===== src/rtl/csr_field_pkg.sv =====
package csr_field_pkg;

  // How hardware updates the field
  typedef enum logic [1:0] {
    HWWE_NONE = 2'd0,  // no load enable: field is a wire
    HWWE_HIGH = 2'd1,  // load when hwWe == 1
    HWWE_LOW  = 2'd2   // load when hwWel == 0
  } hwWeMode_e;

  // Strobes from control to datapath
  typedef struct packed {
    logic swWr;     // qualified software write
    logic hwLoad;   // qualified hardware load
    logic idleClr;  // clear unwritten bits (single-pulse)
    logic rdAcc;    // software read access
  } fieldStrobes_t;

endpackage


===== src/rtl/csr_field_ctrl.sv =====
module csr_field_ctrl
  import csr_field_pkg::*;
#(
  parameter hwWeMode_e WE_MODE      = HWWE_HIGH,
  parameter bit        SW_WRITABLE  = 1'b1,
  parameter bit        SINGLE_PULSE = 1'b0
) (
  input  logic          swWrStb,
  input  logic          swRdStb,
  input  logic          hwWe,
  input  logic          hwWel,
  output fieldStrobes_t strobes
);

  localparam bit HasStorage = (WE_MODE != HWWE_NONE);

  logic loadReq;

  always_comb begin
    unique case (WE_MODE)
      HWWE_HIGH: loadReq = hwWe;
      HWWE_LOW:  loadReq = ~hwWel;
      default:   loadReq = 1'b0;
    endcase
  end

  always_comb begin
    strobes.swWr    = HasStorage && SW_WRITABLE && swWrStb;
    strobes.hwLoad  = HasStorage && loadReq;
    strobes.idleClr = HasStorage && SINGLE_PULSE;
    strobes.rdAcc   = swRdStb;
  end

endmodule


===== src/rtl/csr_field_datapath.sv =====
module csr_field_datapath
  import csr_field_pkg::*;
#(
  parameter int              WIDTH        = 8,
  parameter logic [WIDTH-1:0] RESET_VALUE = 8'h55,
  parameter hwWeMode_e       WE_MODE      = HWWE_HIGH,
  parameter bit              NEXT_SRC_ALT = 1'b0
) (
  input  logic             clk,
  input  logic             rstN,
  input  fieldStrobes_t    strobes,
  input  logic [WIDTH-1:0] swWrData,
  input  logic [WIDTH-1:0] hwNext,
  input  logic [WIDTH-1:0] altNext,
  input  logic [WIDTH-1:0] hwEnable,
  input  logic [WIDTH-1:0] hwMask,
  output logic [WIDTH-1:0] fieldValue,
  output logic [WIDTH-1:0] swRdData
);

  localparam logic [WIDTH-1:0] AllZero = '0;

  logic [WIDTH-1:0] nextSel;

  // Next-value source selection
  generate
    if (NEXT_SRC_ALT) begin : gSrcAlt
      assign nextSel = altNext;
      logic unusedDefault;
      assign unusedDefault = ^hwNext;
    end else begin : gSrcDefault
      assign nextSel = hwNext;
      logic unusedAlt;
      assign unusedAlt = ^altNext;
    end
  endgenerate

  // Storage variant: flop with qualified loads, or plain wire
  generate
    if (WE_MODE == HWWE_NONE) begin : gWire
      assign fieldValue = nextSel;
      logic unusedWire;
      assign unusedWire = ^{swWrData, hwEnable, hwMask, strobes.swWr,
                            strobes.hwLoad, strobes.idleClr, clk, rstN};
    end else begin : gFlop
      logic [WIDTH-1:0] fieldQ;
      logic [WIDTH-1:0] fieldD;
      logic [WIDTH-1:0] hwBits;
      logic [WIDTH-1:0] baseVal;

      always_comb begin
        hwBits = {WIDTH{strobes.hwLoad}} & hwEnable & ~hwMask;
        if (strobes.swWr)
          baseVal = swWrData;
        else if (strobes.idleClr)
          baseVal = AllZero;
        else
          baseVal = fieldQ;
        fieldD = (nextSel & hwBits) | (baseVal & ~hwBits);
      end

      always_ff @(posedge clk or negedge rstN) begin
        if (!rstN) fieldQ <= RESET_VALUE;
        else       fieldQ <= fieldD;
      end

      assign fieldValue = fieldQ;
    end
  endgenerate

  assign swRdData = strobes.rdAcc ? fieldValue : AllZero;

endmodule


===== src/rtl/csr_field.sv =====
module csr_field
  import csr_field_pkg::*;
#(
  parameter int               WIDTH        = 8,
  parameter logic [WIDTH-1:0] RESET_VALUE  = 8'h55,
  parameter hwWeMode_e        WE_MODE      = HWWE_HIGH,
  parameter bit               SW_WRITABLE  = 1'b1,
  parameter bit               NEXT_SRC_ALT = 1'b0,
  parameter bit               SINGLE_PULSE = 1'b0
) (
  input  logic             clk,
  input  logic             rstN,
  input  logic             swWrStb,
  input  logic [WIDTH-1:0] swWrData,
  input  logic             swRdStb,
  output logic [WIDTH-1:0] swRdData,
  input  logic [WIDTH-1:0] hwNext,
  input  logic [WIDTH-1:0] altNext,
  input  logic             hwWe,
  input  logic             hwWel,
  input  logic [WIDTH-1:0] hwEnable,
  input  logic [WIDTH-1:0] hwMask,
  output logic [WIDTH-1:0] fieldValue,
  output logic             swAcc
);

  // Self-clear and an alternate next source both override the next value
  generate
    if (SINGLE_PULSE && NEXT_SRC_ALT) begin : gBadCfg
      $error("csr_field: SINGLE_PULSE and NEXT_SRC_ALT are mutually exclusive");
    end
  endgenerate

  fieldStrobes_t strobes;

  csr_field_ctrl #(
    .WE_MODE     (WE_MODE),
    .SW_WRITABLE (SW_WRITABLE),
    .SINGLE_PULSE(SINGLE_PULSE)
  ) ctrl (
    .swWrStb(swWrStb),
    .swRdStb(swRdStb),
    .hwWe   (hwWe),
    .hwWel  (hwWel),
    .strobes(strobes)
  );

  csr_field_datapath #(
    .WIDTH       (WIDTH),
    .RESET_VALUE (RESET_VALUE),
    .WE_MODE     (WE_MODE),
    .NEXT_SRC_ALT(NEXT_SRC_ALT)
  ) dp (
    .clk       (clk),
    .rstN      (rstN),
    .strobes   (strobes),
    .swWrData  (swWrData),
    .hwNext    (hwNext),
    .altNext   (altNext),
    .hwEnable  (hwEnable),
    .hwMask    (hwMask),
    .fieldValue(fieldValue),
    .swRdData  (swRdData)
  );

  assign swAcc = strobes.rdAcc;

endmodule


===== config.mk =====
export PLATFORM = sky130hd
export DESIGN_NAME = csr_field
export DESIGN_NICKNAME = d
export VERILOG_FILES = /design/src/rtl/csr_field_pkg.sv /design/src/rtl/csr_field_ctrl.sv /design/src/rtl/csr_field_datapath.sv /design/src/rtl/csr_field.sv
export SDC_FILE = /design/constraint.sdc
export NUM_CORES = 1
export LEC_CHECK = 0
export ABC_AREA = 1
export BUFFER_PORTS_ARGS = -buffer_cell sky130_fd_sc_hd__buf_2
export CORE_AREA = 2 2 42 59
export DETAILED_ROUTE_END_ITERATION = 16
export DIE_AREA = 0 0 44 61
export GPL_TIMING_DRIVEN = 0
export MAX_ROUTING_LAYER = met4
export PLACE_DENSITY = 0.72
export SLEW_MARGIN = 5
export SYNTH_ARGS = -nofsm -noshare
export SYNTH_HDL_FRONTEND = slang
export SYNTH_SLANG_ARGS = --single-unit

===== constraint.sdc =====
create_clock -name clk -period 0.9 [get_ports clk]
set_clock_uncertainty 0.05 [all_clocks]
set_input_delay 0.27 -clock clk [delete_from_list [all_inputs] [get_ports clk]]
set_output_delay 0.27 -clock clk [all_outputs]
set_load 0.005 [all_outputs]

==> run metrics <==
Worst R2R Path Depth=4; clock buffer count from CTS=3; Tmin final=roughly 1.3 ns; Worst Hold Class=input port to flop; DRT antenna net count=0; outcome=finished, violations left; # fillers=between 200 and 250; Design Power=1.091 mW; post-DR vias/cell=4.441; clock buffer depth=2; largest net degree at the start of global routing=11; Die W=about 44 µm; RSZ-0062 raised after global routing=yes; worst skew pair latency=between 0.2 and 0.25 ns; fmax=just under 0.8 GHz; worst slew pin tran=~0.18 ns; worst-path fanout max=3; Core Area=about 2200 µm²; Placer Congestion=slightly above 0.7; GRT met1 Usage=0.1389; CP bufs+invs=2; vias in the first global route=about 700; initial antenna violation count=0; Max Cap Violations=0; Distinct cells, synth=13; Max-slew headroom=0.8777; critical path, cell by cell=nand2_1 > inv_1 > buf_2; Slowest-stage cell, CP=dfstp_2; final hold vios=0; Hold Path Origin=hwMask[2]; Placement Cell Area=933.4 µm²; layout cells sized above 1=0.4586; first drt pass iteration count=4; TNS Setup=-4.629 ns; vias=795; final-report setup violation count=16; delay-heaviest family, CP=flip-flops; syn nets=between 100 and 150; register area=between 200 and 250 µm²; GR peak layer=met2; WHS Path Cells=4; Final WS setup=-0.4013 ns; R2R setup slack=approximately 0.020 ns; WL/cell=roughly 9.7 µm; Antenna diodes=0; drt drc=0; Tot GR Track Use=0.1377; Rows=20; Initial Util=0.3047; commonest non-fill, non-tap cell in the layout=buf_2; Pins Over Slew Limit=0; Die Outline Area=2684 µm²; # H-tree levels=1; Clock Sinks=8; # IOs=63; Critical Path Max Stage Delay=between 0.5 and 0.6 ns; Design Area, Final=about 980 µm²; Yosys reg bits=8; Root Buffer=clkbuf_4; critical path class=flop to primary output; Layout area overhead=49.05%; Data arrival, critical path=slightly below 1 ns; Critical Path RT=between 0.5 and 0.6 ns; Power per Cell Area=about 1100 nW/µm²; Clk pin slew, worst setup/hold paths=0.05 ns; Final nets=slightly above 200; Overflow after GRT=0; Post-Syn Area=655.6 µm²; most frequent cells in the layout=buf_2, nand2_1, inv_1; Yosys Warn Count=0; PortBufs=50; period utilization=1.446; # Post-CTS Setup Buffers=0; Worst VDD drop=around 0.0006 V; CTS tree=built; failing checks=negative setup slack; mean post-synth cell area=between 6 and 7 µm²; first-pass GRT wire length=2711 µm; dpl hpwl=about 1500 µm; Routed Wire Length=around 1700 µm; leakage power=0.6681 nW; Startpoint Class=flop; drt first-iter violations=22; post-synthesis sequential area ratio=0.3130; post-synthesis cell count=approximately 100; crit end category=primary output; area of the multi-input gates=277.8 µm²; Die Height=approximately 60 µm; grt met3 use=0.01190; met2 Use GR=0.2605
[cell type report]
| type | instances | area share |
|---|---|---|
| timing repair buffer | 51 | 0.2663 |
| sequential | 8 | 0.2100 |
| tap | 22 | 0.02817 |
| inverter | 33 | 0.1319 |
| multi-input combinational | 56 | 0.2843 |
| buffer | 5 | 0.05250 |
| clock buffer | 4 | 0.02689 |
[metrics by stage]
step | worst slack (ns) | hold WS [ns] | std cells | utilization
global placement | -0.1424 | 0.06503 | 174 | 0.4337
floorplan | -0.04739 | -0.07559 | 102 | -
finish | -0.4013 | 0.1986 | 179 | 0.4541
detailed placement | -0.1395 | 0.07147 | 174 | 0.4337
CTS | -0.4080 | 0.2002 | 179 | 0.4506
global route | -0.4472 | 0.2161 | 179 | 0.4541
[routing by layer]
layer	share of wire	wire length [µm]
met4	0.016	27
met5	0	0
met2	0.57	991
met1	0.36	617
met3	0.054	94
[report_power, final]
part / total (mW) / internal [mW] / leakage (nW) / switching (mW)
clock: 0.281 / 0.169 / 0.0150 / 0.112
sequential: 0.449 / 0.417 / 0.0879 / 0.0315
combinational: 0.361 / 0.185 / 0.565 / 0.176
[synthesized netlist by cell type (all sizes together)]
cell type,count,area share
buf,5,0.078
clkinv,2,0.015
dfrtp,4,0.15
dfstp,4,0.16
inv,31,0.18
nand2,32,0.18
nand3,16,0.15
nand4,8,0.076
[cells by family (layout without fill, tap and decap cells)]
group | Yosys count | after routing | synth area share
flops | 8 | 8 | 0.3130
simple gates | 56 | 56 | 0.4122
buf+inv | 38 | 93 | 0.2748
[repair_timing]
item	in CTS	in global routing
pin swaps	1	5
hold endpoints to repair	4	0
hold buffers	1	0
setup endpoints to repair	16	20
resized for setup	0	3
[worst reg2reg max path, delay by kind of cell, from the launching register on]
family / cells / cell delay [ns]
buffers and inverters: 1 / 0.04
flip-flops: 1 / 0.54
AND/OR/NAND/NOR: 3 / 0.19
[worst max path at each step]
| stage | from | end | slack [ns] | cells past startpoint |
|---|---|---|---|---|
| 6_report | flop | swRdData[6] | -0.40 | 3 |
| 5_1_grt | flop | swRdData[2] | -0.45 | 3 |
| 4_1_cts | flop | swRdData[4] | -0.41 | 3 |
| 3_5_place_dp | flop | swRdData[0] | -0.14 | 3 |
| 3_3_place_gp | flop | swRdData[0] | -0.14 | 3 |
| 2_1_floorplan | flop | swRdData[0] | -0.05 | 2 |
(Power assumes the default switching activity.)
